<file path="src/rtl/rank_mult_pkg.sv">
package rank_mult_pkg;
  localparam int RANK_W = 4;
  localparam int MULT_W = 3;
  localparam int ROW_W  = 5;
  localparam int DEF_W  = 2;

  // Physical rank count from its code; 0 marks an undefined code.
  function automatic logic [RANK_W-1:0] decode_ranks(input logic [2:0] code);
    if (code <= 3'd3) return {1'b0, code} + 4'd1;
    else if (code == 3'd4) return 4'd8;
    else return 4'd0;
  endfunction

  function automatic logic [MULT_W-1:0] choose_mult(input logic [RANK_W-1:0] ranks,
                                                    input logic many_slots,
                                                    input logic low_dens);
    if (ranks < 4'd4) return 3'd1;
    else if (ranks == 4'd4) return many_slots ? 3'd2 : 3'd1;
    else return (!many_slots && low_dens) ? 3'd2 : 3'd4;
  endfunction

  // Multiplier halved is also the shift that divides by it.
  function automatic logic [ROW_W-1:0] row_width(input logic [2:0] rc,
                                                 input logic [MULT_W-1:0] m);
    return 5'd12 + {2'b00, rc} + {3'b000, m[2:1]};
  endfunction

  function automatic logic [DEF_W-1:0] def_code(input logic [MULT_W-1:0] m);
    return (m == 3'd4) ? 2'd3 : m[1:0];
  endfunction
endpackage

</file>
<file path="src/rtl/rm_rank_decode.sv">
module rm_rank_decode
  import rank_mult_pkg::*;
(
  input  logic [2:0]        rank_code,
  output logic [RANK_W-1:0] phys_ranks,
  output logic              unsupported
);
  always_comb begin
    phys_ranks  = decode_ranks(rank_code);
    unsupported = (rank_code > 3'd4);
  end
endmodule

</file>
<file path="src/rtl/rm_mult_select.sv">
module rm_mult_select
  import rank_mult_pkg::*;
#(
  parameter int SLOT_W = 2
) (
  input  logic [RANK_W-1:0] phys_ranks,
  input  logic              unsupported,
  input  logic [3:0]        dens_code,
  input  logic [SLOT_W-1:0] slot_count,
  output logic [MULT_W-1:0] mult,
  output logic [RANK_W-1:0] log_ranks,
  output logic [DEF_W-1:0]  rank_def
);
  logic many_slots;
  logic low_dens;

  always_comb begin
    many_slots = (int'(slot_count) >= 3);
    low_dens   = (dens_code < 4'd4);
    if (unsupported) begin
      mult      = '0;
      log_ranks = '0;
      rank_def  = '0;
    end else begin
      mult      = choose_mult(phys_ranks, many_slots, low_dens);
      log_ranks = phys_ranks >> mult[2:1];
      rank_def  = def_code(mult);
    end
  end
endmodule

</file>
<file path="src/rtl/rm_cs_release.sv">
module rm_cs_release
  import rank_mult_pkg::*;
#(
  parameter int NUM_CS = 8,
  parameter int SLOT_W = 2,
  parameter int IDX_W  = 2
) (
  input  logic [ROW_W-1:0]  row_bits,
  input  logic              unsupported,
  input  logic [SLOT_W-1:0] slot_count,
  input  logic [IDX_W-1:0]  module_idx,
  output logic [NUM_CS-1:0] cs_clear
);
  logic wide_rows;
  int   shamt;

  always_comb begin
    wide_rows = !unsupported && (row_bits > 5'd16);
    shamt     = (int'(slot_count) > 2) ? 1 : int'(module_idx);
  end

  // Base pattern occupies chip selects 4 and 5 before the shift.
  for (genvar g = 0; g < NUM_CS; g++) begin : g_cs
    assign cs_clear[g] = wide_rows && ((g == shamt + 4) || (g == shamt + 5));
  end
endmodule

</file>
<file path="src/rtl/rank_mult_unit.sv">
module rank_mult_unit
  import rank_mult_pkg::*;
#(
  parameter int NUM_CS = 8,
  parameter int SLOT_W = 2,
  parameter int IDX_W  = 2
) (
  input  logic              clk,
  input  logic              rst_n,
  input  logic              start,
  input  logic [2:0]        rank_code,
  input  logic [3:0]        dens_code,
  input  logic [2:0]        row_code,
  input  logic [SLOT_W-1:0] slot_count,
  input  logic [IDX_W-1:0]  module_idx,
  output logic [2:0]        mult_o,
  output logic [3:0]        log_ranks_o,
  output logic [4:0]        row_bits_o,
  output logic [1:0]        rank_def_o,
  output logic [NUM_CS-1:0] cs_clear_o,
  output logic              valid_o,
  output logic              err_o
);
  logic [RANK_W-1:0] phys_w;
  logic              unsup_w;
  logic [MULT_W-1:0] mult_w;
  logic [RANK_W-1:0] log_w;
  logic [DEF_W-1:0]  def_w;
  logic [ROW_W-1:0]  row_w;
  logic [NUM_CS-1:0] clear_w;

  rm_rank_decode i_decode (
    .rank_code  (rank_code),
    .phys_ranks (phys_w),
    .unsupported(unsup_w)
  );

  rm_mult_select #(.SLOT_W(SLOT_W)) i_select (
    .phys_ranks (phys_w),
    .unsupported(unsup_w),
    .dens_code  (dens_code),
    .slot_count (slot_count),
    .mult       (mult_w),
    .log_ranks  (log_w),
    .rank_def   (def_w)
  );

  assign row_w = row_width(row_code, mult_w);

  rm_cs_release #(.NUM_CS(NUM_CS), .SLOT_W(SLOT_W), .IDX_W(IDX_W)) i_release (
    .row_bits   (row_w),
    .unsupported(unsup_w),
    .slot_count (slot_count),
    .module_idx (module_idx),
    .cs_clear   (clear_w)
  );

  always_ff @(posedge clk) begin
    if (!rst_n) begin
      mult_o      <= '0;
      log_ranks_o <= '0;
      row_bits_o  <= '0;
      rank_def_o  <= '0;
      cs_clear_o  <= '0;
      valid_o     <= 1'b0;
      err_o       <= 1'b0;
    end else begin
      valid_o <= start;
      if (start) begin
        mult_o      <= mult_w;
        log_ranks_o <= log_w;
        row_bits_o  <= row_w;
        rank_def_o  <= def_w;
        cs_clear_o  <= clear_w;
        err_o       <= unsup_w;
      end
    end
  end

  a_r2_valid_follows_start: assert property (@(posedge clk) disable iff (!rst_n)
    start |=> valid_o);
  a_r2_results_hold: assert property (@(posedge clk) disable iff (!rst_n)
    !start |=> ($stable(mult_o) && $stable(cs_clear_o) && $stable(row_bits_o)));
  a_r4_error_neutral: assert property (@(posedge clk) disable iff (!rst_n)
    err_o |-> (mult_o == 3'd0 && cs_clear_o == '0 && log_ranks_o == 4'd0));
  a_r5_single_bit_mult: assert property (@(posedge clk) disable iff (!rst_n)
    (valid_o && !err_o) |-> ($countones(mult_o) == 1));
  a_r8_product_matches: assert property (@(posedge clk) disable iff (!rst_n)
    (start && !unsup_w) |-> ((log_w * mult_w) == {3'b000, phys_w}));
  a_r10_def_tracks_four: assert property (@(posedge clk) disable iff (!rst_n)
    (valid_o && !err_o) |-> ((rank_def_o == 2'd3) == (mult_o == 3'd4)));
  a_r11_clear_needs_width: assert property (@(posedge clk) disable iff (!rst_n)
    (cs_clear_o != '0) |-> (row_bits_o > 5'd16));
endmodule

</file>
<file path="config.mk">
export PLATFORM = sky130hd
export DESIGN_NAME = rank_mult_unit
export DESIGN_NICKNAME = d
export VERILOG_FILES = /design/src/rtl/rank_mult_pkg.sv /design/src/rtl/rm_rank_decode.sv /design/src/rtl/rm_mult_select.sv /design/src/rtl/rm_cs_release.sv /design/src/rtl/rank_mult_unit.sv
export SDC_FILE = /design/constraint.sdc
export NUM_CORES = 1
export LEC_CHECK = 0
export BUFFER_PORTS_ARGS = -buffer_cell sky130_fd_sc_hd__buf_2
export CORE_MARGIN = 2
export CORE_UTILIZATION = 50
export DETAILED_ROUTE_END_ITERATION = 8
export HOLD_SLACK_MARGIN = 0.08
export PLACE_DENSITY = 0.83
export SETUP_SLACK_MARGIN = 0.02
export SYNTH_ARGS = -nofsm -noshare
export SYNTH_HDL_FRONTEND = slang
export SYNTH_SLANG_ARGS = --single-unit
</file>
<file path="constraint.sdc">
create_clock -name clk -period 4.1 [get_ports clk]
set_input_delay 0.41 -clock clk [delete_from_list [all_inputs] [get_ports clk]]
set_output_delay 0.41 -clock clk [all_outputs]
set_load 0.02 [all_outputs]
</file>
# Yosys cells after proc, flatten, opt, wreduce, memory -nomap -nowiden

Index checks and enable logic that the tools add are counted.
W data, S select, Z words.

Input bits: 17
Word-level logic and storage cells: 71
Output and inout bits: 24
Flip-flop bits (word level): 24

Reduce and logical (&&, ||, !) cells: 22
Equality and inequality tests: 17
$add $sub $neg: 5
Shifts and indexed selects: 1
Magnitude comparators: 7
Mux-type cells: 12

Operators with widths:

| operator                | count |
|---|---|
| $eq A4 B32 Y1 const A   | 8 |
| $eq A3 B32 Y1 const A   | 4 |
| $add A32 B4 Y32 const B | 2 |
| $eq A2 B32 Y1 const A   | 2 |
| $logic_not A32 Y1       | 2 |
| $mux W3                 | 5 |
| $mux W4                 | 3 |
| $logic_and A1 B1 Y1     | 10 |
| $logic_or A1 B1 Y1      | 8 |
| $lt A4 B3 Y1 const B    | 2 |
| $mux W2                 | 4 |
| $eq A3 B3 Y1 const B    | 2 |
| $add A4 B3 Y5 const A   | 1 |
| $add A5 B2 Y5           | 1 |
| $gt A5 B5 Y1 const B    | 1 |
| $add A3 B1 Y4 const B   | 1 |
| $eq A4 B3 Y1 const B    | 1 |
| $shr A4 B2 Y4           | 1 |
| $gt A3 B3 Y1 const B    | 1 |
| $le A3 B2 Y1 const B    | 1 |
| $ge A2 B2 Y1 const B    | 1 |
| $gt A2 B2 Y1 const B    | 1 |
| $logic_not A1 Y1        | 2 |

# Longest topological paths before layout

Gate-level depths: netlist of run 1.

Depth after elaboration: 12
Mapped depth: 11
Mapped depth without buffers: 11

# Cells and area by module

Synthesis of run 1 repeated with hierarchy kept, for this count alone.

Cells, all modules: 141
Area total of the unflattened synthesis: 1376.3 um2

By module, submodules not included:

| module         | times used | area an instance (um2) | cells each | seq. area each (um2) |
|---|---|---|---|---|
| rank_mult_unit | 1          | 992.2                  | 85         | 480.5 |
| rm_mult_select | 1          | 201.4                  | 32         | 0.0 |
| rm_cs_release  | 1          | 116.4                  | 14         | 0.0 |
| rm_rank_decode | 1          | 66.3                   | 10         | 0.0 |

# Worst setup path after synthesis of run 1

OpenSTA, ideal clock, no wires.

Path kind: input-to-reg
Start: in rank_code[0]
End: reg cs_clear_o[7]
Stages on the path: 11
Setup slack: 1292 ps
Buffers on the path: 0
Arrival time: 2748 ps
Data required time: 4039 ps
Library setup time: 61 ps
Cells stage by stage: inv_1 ha_1 and4bb_4 mux2i_1 nor2_1 ha_1 fa_1 inv_1 ha_1 a311oi_2 a32o_1

Word-level cells in the longest chain between the ends: 12
Elaborated cells on any way between the ends: 17
Classes of those cells: add/sub: 2; order compare: 4; eq/ne: 2; mux: 6; reduce/logical: 3

Ends and longest elaborated chain:

| what                                                  | RTL line             | text |
|---|---|---|
| start: declaration                                    | rank_mult_unit.sv:11 | `input logic [2:0] rank_code,` |
| branches (longest 7 deep; another with $add A3 B1 Y4) | --                   |  |
| $mux W3 (*)                                           | rm_mult_select.sv:20 | `if (unsupported) begin` |
| via i_select.mult[1]                                  | rm_mult_select.sv:10 | `output logic [MULT_W-1:0] mult,` |
| $add A5 B2 Y5 (*)                                     | rank_mult_pkg.sv:25  | `return 5'd12 + {2'b00, rc} + {3'b000, m[2:1]};` |
| $gt A5 B5 Y1 (*)                                      | rm_cs_release.sv:18  | `wide_rows = !unsupported && (row_bits > 5'd16);` |
| $logic_and A1 B1 Y1 (*)                               | rm_cs_release.sv:18  |  |
| $logic_and A1 B1 Y1 (*)                               | rm_cs_release.sv:24  | `assign cs_clear[g] = wide_rows && ((g == shamt + 4) \|\| (g == shamt + 5));` |
| end signal: assignment                                | rank_mult_unit.sv:74 | `cs_clear_o <= clear_w;` |
| end: declaration                                      | rank_mult_unit.sv:20 | `output logic [NUM_CS-1:0] cs_clear_o,` |

Mark *: on every way through the listed nets, which the timed path passes. The select of a mux whose other input is x is not followed.
A chain may end at the register's enable or synchronous reset.

# Final worst setup path of run 1

Same ends and word-level chain as after synthesis.

==> results of run 1 <==
## area by class of cell
type	count	area [µm²]
inverters	9	33.8
clock buffers	3	22.5
multi-input cells	69	524
well taps	27	33.8
repair buffers	34	170
fillers	173	737
flip-flops and latches	20	400
## synthesized netlist by cell type (2+ instances only)
cell       n  area share, %
and2_1     5            3.1
a22o_1     3            2.6
a31oi_1    2            1.3
o22ai_1    2            1.3
nor2_1     3            1.1
dfxtp_1   20             40
a21oi_1    2            1.0
ha_1       6            7.5
nor2b_1    7            4.4
buf_4      5            3.8
inv_1      9            3.4
mux2i_1    8            8.0
clkbuf_1   2           0.75
o21ai_0    2            1.0
nand2_1   10            3.8
o211a_1    2            2.0
## where the power goes
part / internal [µW] / total [µW] / switching [µW]
Combinational: 31.8 / 79.4 / 47.6
Clock: 34.1 / 85.2 / 51.1
Sequential: 204 / 208 / 4.14
## critical path: stages
cell      delay (ps)
buf_2            110
inv_1             60
ha_1             300
and4bb_4         380
mux2i_1          300
nor2_1           100
ha_1             230
fa_1             360
inv_1             60
ha_1             240
a311oi_2         380
a32o_1           220
## state kept, by name, indices dropped and copies added (netlist names)
| signal | cells |
|---|---|
| mult_o | 3 |
| rank_def_o | 2 |
| err_o | 1 |
| valid_o | 1 |
| row_bits_o | 5 |
| log_ranks_o | 4 |
| cs_clear_o | 4 |
## worst min-delay path by stage
stage,from,to,slack (ps),cells past startpoint
after global placement,log_ranks_o[3]$_SDFFE_PN0P_,log_ranks_o[3]$_SDFFE_PN0P_,440,1
after global routing,module_idx[1],cs_clear_o[7]$_SDFFE_PN0P_,380,2
after CTS,module_idx[1],cs_clear_o[7]$_SDFFE_PN0P_,380,2
after detailed placement,log_ranks_o[3]$_SDFFE_PN0P_,log_ranks_o[3]$_SDFFE_PN0P_,440,1
after floorplan,rank_def_o[0]$_SDFFE_PN0P_,rank_def_o[0]$_SDFFE_PN0P_,540,2
final,module_idx[1],cs_clear_o[7]$_SDFFE_PN0P_,390,2
## kinds of logic after synthesis
kind of cell,count (synthesis),share of synthesized area (%)
buffers and inverters,17,8.41
flip-flops,20,40.2
adder cells (fa/ha/maj),7,9.54
other,1,0.376
AND/OR/NAND/NOR,29,16.1
AO/OA/AOI/OAI,20,15.9
multiplexers,9,9.54
## stage by stage
step,util (%),cells,setup slack [ps],cell area [µm²],hold WS [ps]
3_5_place_dp,60.5,159,871,1160,441
2_1_floorplan,-,106,1290,1010,538
3_3_place_gp,60.5,159,960,1160,440
4_1_cts,61.7,162,1180,1180,385
6_report,61.7,162,1180,1180,387
5_1_grt,61.7,162,1010,1180,378
## metal layers
metal,vias to the layer above,GRT usage [%],wire length (µm)
met5,-,0,0
met4,0,5.71,13
met3,2,3.70,85
met2,22,27.2,880
met1,384,20.6,872
li1,414,-,-
==> flow_summary.toml, run 1 <==
[route]
drt_iter0_drc = 6
wirelength_um = 1850
first_pass_iters = 4
postRouteAntennaNets = 0
avgRoutedWirePerCell_um = 11.4
vias = 822
drc = 0
via_per_inst = 5.07

[floorplanning]
fp.dieH_um = 48.7
initial_core_util_pct = 51.9
core-area_um2 = 1920
num_rows = 16
io_pins = 41
die_w_um = 48.7
dieArea_um2 = 2370

[critical_path]
worstPathRequired_ps = 4330
r2r_end = "log_ranks_o[0]$_SDFFE_PN0P_"
crit_end = "cs_clear_o[7]$_SDFFE_PN0P_"
worstReg2RegStart = "log_ranks_o[0]$_SDFFE_PN0P_"
endpoint_kind = "flip-flop"
worstSetupPathType = "input pin to flip-flop"
rr_worst_depth = 3
rrSetupSlack_ps = 3360
cp.arrival_ps = 3150
path_max_fanout = 5
cp-startpoint = "rank_code[0]"
crit_path_start_kind = "input pin"

[power]
ir_drop_v = 0.000232
p_leak_uw = 0.000613
power_uw = 373
power_per_cell_area_nw_per_um2 = 314

[timing]
min_period_ps = 2920
setup_viol = 0
fmax_mhz = 343
worstMarginPinSlew_ps = 526
rsz0062_at_grt = "no"
maxSlewHeadroom_pct = 64.8
period_share_pct = 71.1
drv_slew = 0
finalHoldViolCount = 0
skew_ps = 0
setup_tns_ps = 0

[clock_tree]
cts_root_buf = "clkbuf_4"
cts_buffer_depth = 2
cts_resized = 0
cts_tree = "yes"
hold_buffers = 0
htreeDepth = 1
clock_latency_ps = 280
cts_num_sinks = 20
numCtsBuffers = 3
path_clk_slew_ps = 100
postCtsSetupRepairBufs = 0

[placed_design]
dpl.hpwl_um = 1510
port_buffers = 34
place.gp.congestion = 0.807

[global_route]
grt_pass1_vias = 740
grt_use_total_pct = 16.3
grt_pass1_wl_um = 3060
antenna_found_initial = 0
grt_max_degree = 18
grt-ovfl-total = 0

[synthesis]
syn_area_um2 = 997
syn_inst = 103
avgSynthCellArea_um2 = 9.68
synth_enable_flop_cells = 0
ys_warn_count = 0
ys_ff_latch = 20
synth_flop_cell = "dfxtp_1"
async_flop_share_pct = 0
ys_seq_area_share_pct = 40.2
synth_cell_types = 31

[final_layout]
nets = 161
layout_common_cells = "buf_2, dfxtp_1, nand2_1"
layout_commonest_cell = "buf_2"
layout-area-overhead-vs-synth_pct = 18.8
drive_gt1_share_pct = 30.4
antenna-diode-count = 0

[min_path]
hold_path.class = "input pin to flip-flop"

[flow_run]
cap_violations = 0

[status]
status = "finished, final reports clean"
No activity file was read; power rests on OpenSTA's default activity.
==> run 2, diff against run 1 <==
--- a/config.mk
+++ b/config.mk
@@ -5,12 +5,13 @@
 export SDC_FILE = /design/constraint.sdc
 export NUM_CORES = 1
 export LEC_CHECK = 0
+export ABC_AREA = 1
 export BUFFER_PORTS_ARGS = -buffer_cell sky130_fd_sc_hd__buf_2
 export CORE_MARGIN = 2
-export CORE_UTILIZATION = 50
+export CORE_UTILIZATION = 46
 export DETAILED_ROUTE_END_ITERATION = 8
 export HOLD_SLACK_MARGIN = 0.08
-export PLACE_DENSITY = 0.83
+export PLACE_DENSITY = 0.77
 export SETUP_SLACK_MARGIN = 0.02
 export SYNTH_ARGS = -nofsm -noshare
 export SYNTH_HDL_FRONTEND = slang
==> constraint.sdc (replaced) <==
create_clock -name clk -period 2.7 [get_ports clk]
set_input_delay 0.27 -clock clk [delete_from_list [all_inputs] [get_ports clk]]
set_output_delay 0.27 -clock clk [all_outputs]
set_load 0.02 [all_outputs]
==> run 2 against run 1 <==
Cell count is 21% higher; first-iteration DRC count increased to 3.7 times the previous value; clock power increased by 110%; combinational power up 47%; area after synthesis shrank 0.25%; cell area up 2.2%; power is 63% higher; sequential power is 52% higher; wire length up 11%; sequential share of layout area shrank 0.73 points; clock-buffer cell count increased by 1.
==> flow_summary.toml, run 2 <==
[status]
status = "finished, final reports clean"

[clock_tree]
htreeDepth = 1
hold_buffers = 0
cts_num_sinks = 20
cts_tree = "yes"
path_clk_slew_ps = 120
postCtsSetupRepairBufs = 0
cts_resized = 0
cts_buffer_depth = 2
numCtsBuffers = 3
cts_root_buf = "clkbuf_4"
clock_latency_ps = 310

[synthesis]
yosys-top-cells-area = "dfxtp_1, nand2_1, ha_1"
synth_most_common_cell = "nand2_1"
synth_flop_cell = "dfxtp_1"
ys_warn_count = 0
ys_seq_area_share_pct = 40.3
syn_area_um2 = 995
ys_ff_latch = 20
synth_cell_types = 22
avgSynthCellArea_um2 = 7.48
synth_enable_flop_cells = 0
synth_common_cells = "nand2_1, dfxtp_1, inv_1"
synth.top_cell.area_share_pct = 40.3
syn_inst = 133
synth_area_leader_cell = "dfxtp_1"
async_flop_share_pct = 0

[power]
ir_drop_v = 0.000318
power_per_cell_area_nw_per_um2 = 502
p_leak_uw = 0.000671

[global_route]
grt_pass1_vias = 912
grt_pass1_wl_um = 3500
antenna_found_initial = 0
grt_use_total_pct = 17.6
grt-ovfl-total = 0
grt_max_degree = 17

[timing]
setup_tns_ps = 0
skew_ps = 0
period_share_pct = 83.5
min_period_ps = 2250
rsz0062_at_grt = "no"
fmax_mhz = 444
whs_ps = 247
setup_viol = 0
finalHoldViolCount = 0
drv_slew = 0

[critical_path]
rrSetupSlack_ps = 2040
worstPathRequired_ps = 2940
crit_path_start_kind = "input pin"
crit_end = "cs_clear_o[5]$_SDFFE_PN0P_"
cp-startpoint = "rank_code[0]"
path_max_fanout = 4
worstReg2RegStart = "rank_def_o[0]$_SDFFE_PN0P_"
r2r_end = "rank_def_o[0]$_SDFFE_PN0P_"
endpoint_kind = "flip-flop"
worstSetupPathType = "input pin to flip-flop"
cp.arrival_ps = 2500
rr_worst_depth = 2

[final_layout]
fill_cells = 199
layout_common_cells = "buf_2, nand2_1, dfxtp_1"
reg.largest.list = "row_bits_o: 5 flops, cs_clear_o: 4 flops, log_ranks_o: 4 flops"
regMostFlops = "row_bits_o"
antenna-diode-count = 0
layout_commonest_cell = "buf_2"
layout-area-overhead-vs-synth_pct = 21.8
largest_register_ffs = 5
nets = 194
drive_gt1_share_pct = 28.4

[route]
drc = 0
postRouteAntennaNets = 0
first_pass_iters = 4
wirelength_um = 2050
via_per_inst = 4.96
drt_iter0_drc = 22
vias = 972
avgRoutedWirePerCell_um = 10.5

[floorplanning]
dieArea_um2 = 2550
core-area_um2 = 2000
io_pins = 41
initial_core_util_pct = 49.7
num_rows = 16
die_w_um = 50.5
fp.dieH_um = 50.5

[placed_design]
place.gp.congestion = 0.812
port_buffers = 34
dpl.hpwl_um = 1630

[min_path]
hold_path.class = "input pin to flip-flop"

[flow_run]
cap_violations = 0
==> run 2: changes by cell type after synthesis, moves of 3 or more <==
cell	delta
nand2_1	+22
a22o_1	-3
nand3_1	+6
o21ai_1	+3
and2_1	-5
o21ai_0	+11
nor2_1	+9
mux2i_1	-8
inv_1	+9
nor2b_1	-7
==> run 2: how the worst min path moves through the flow <==
stage / depth (start not counted) / slack, ps / endpoint / from
after global placement: 2 / 420 / log_ranks_o[3]$_SDFFE_PN0P_ / log_ranks_o[3]$_SDFFE_PN0P_
after global routing: 3 / 270 / log_ranks_o[1]$_SDFFE_PN0P_ / rst_n
final: 3 / 250 / cs_clear_o[7]$_SDFFE_PN0P_ / module_idx[1]
after floorplan: 3 / 440 / log_ranks_o[3]$_SDFFE_PN0P_ / start
after detailed placement: 2 / 430 / log_ranks_o[3]$_SDFFE_PN0P_ / log_ranks_o[3]$_SDFFE_PN0P_
after CTS: 3 / 250 / cs_clear_o[7]$_SDFFE_PN0P_ / module_idx[1]
==> run 2: worst max-delay path: stages <==
cell and delay (ps):
buf_2 120, inv_1 80, ha_1 300, inv_1 90
nor2_1 50, nand2_1 80, nand3_1 100, nand3_2 90
inv_1 40, ha_1 190, fa_1 370, inv_1 60
ha_1 230, nand4_1 100, nand3b_1 140, o21ai_0 180
==> run 2: power breakdown <==
| group | internal, µW | switching [µW] |
|---|---|---|
| clock network | 82.4 | 92.4 |
| registers | 309 | 6.49 |
| logic | 39.5 | 77.8 |
| total | 431 | 177 |
==> run 2: cell families (layout without fill, tap and decap cells) <==
logic type | count (synthesis) | after routing | synth area share [%]
AO/OA/AOI/OAI | 20 | 20 | 11.3
flip-flops | 20 | 20 | 40.3
other | 1 | 4 | 0.377
buffers and inverters | 26 | 59 | 11.8
AND/OR/NAND/NOR | 59 | 59 | 26.7
adder cells (fa/ha/maj) | 7 | 7 | 9.56
==> run 2: layer usage <==
metal  global-route usage, %  up-vias  wire, µm
met1                    20.8      454       905
met3                    3.57        4       145
met4                    6.76        0        30
met5                       0        -         0
met2                    30.9       29       971
li1                        -      485         -
==> run 2: metrics by stage <==
stage | setup WS (ps) | cells | power (µW) | cell area (µm²) | util [%]
finish | 446 | 196 | 608 | 1210 | 60.5
global route | 199 | 196 | 637 | 1210 | 60.5
CTS | 447 | 196 | 609 | 1210 | 60.5
detailed placement | 130 | 192 | 440 | 1170 | 58.7
global placement | 203 | 192 | 435 | 1170 | 58.7
floorplan | 500 | 136 | 405 | 1010 | -
==> run 2: final cells by class <==
| type | instances | area [µm²] | share of cell area, % |
|---|---|---|---|
| multi-input cells | 90 | 488 | 40.3 |
| flip-flops and latches | 20 | 400 | 33.1 |
| repair buffers | 35 | 178 | 14.7 |
| inverters | 20 | 75.1 | 6.20 |
| clock buffers | 4 | 36.3 | 3.00 |
| well taps | 27 | 33.8 | 2.79 |
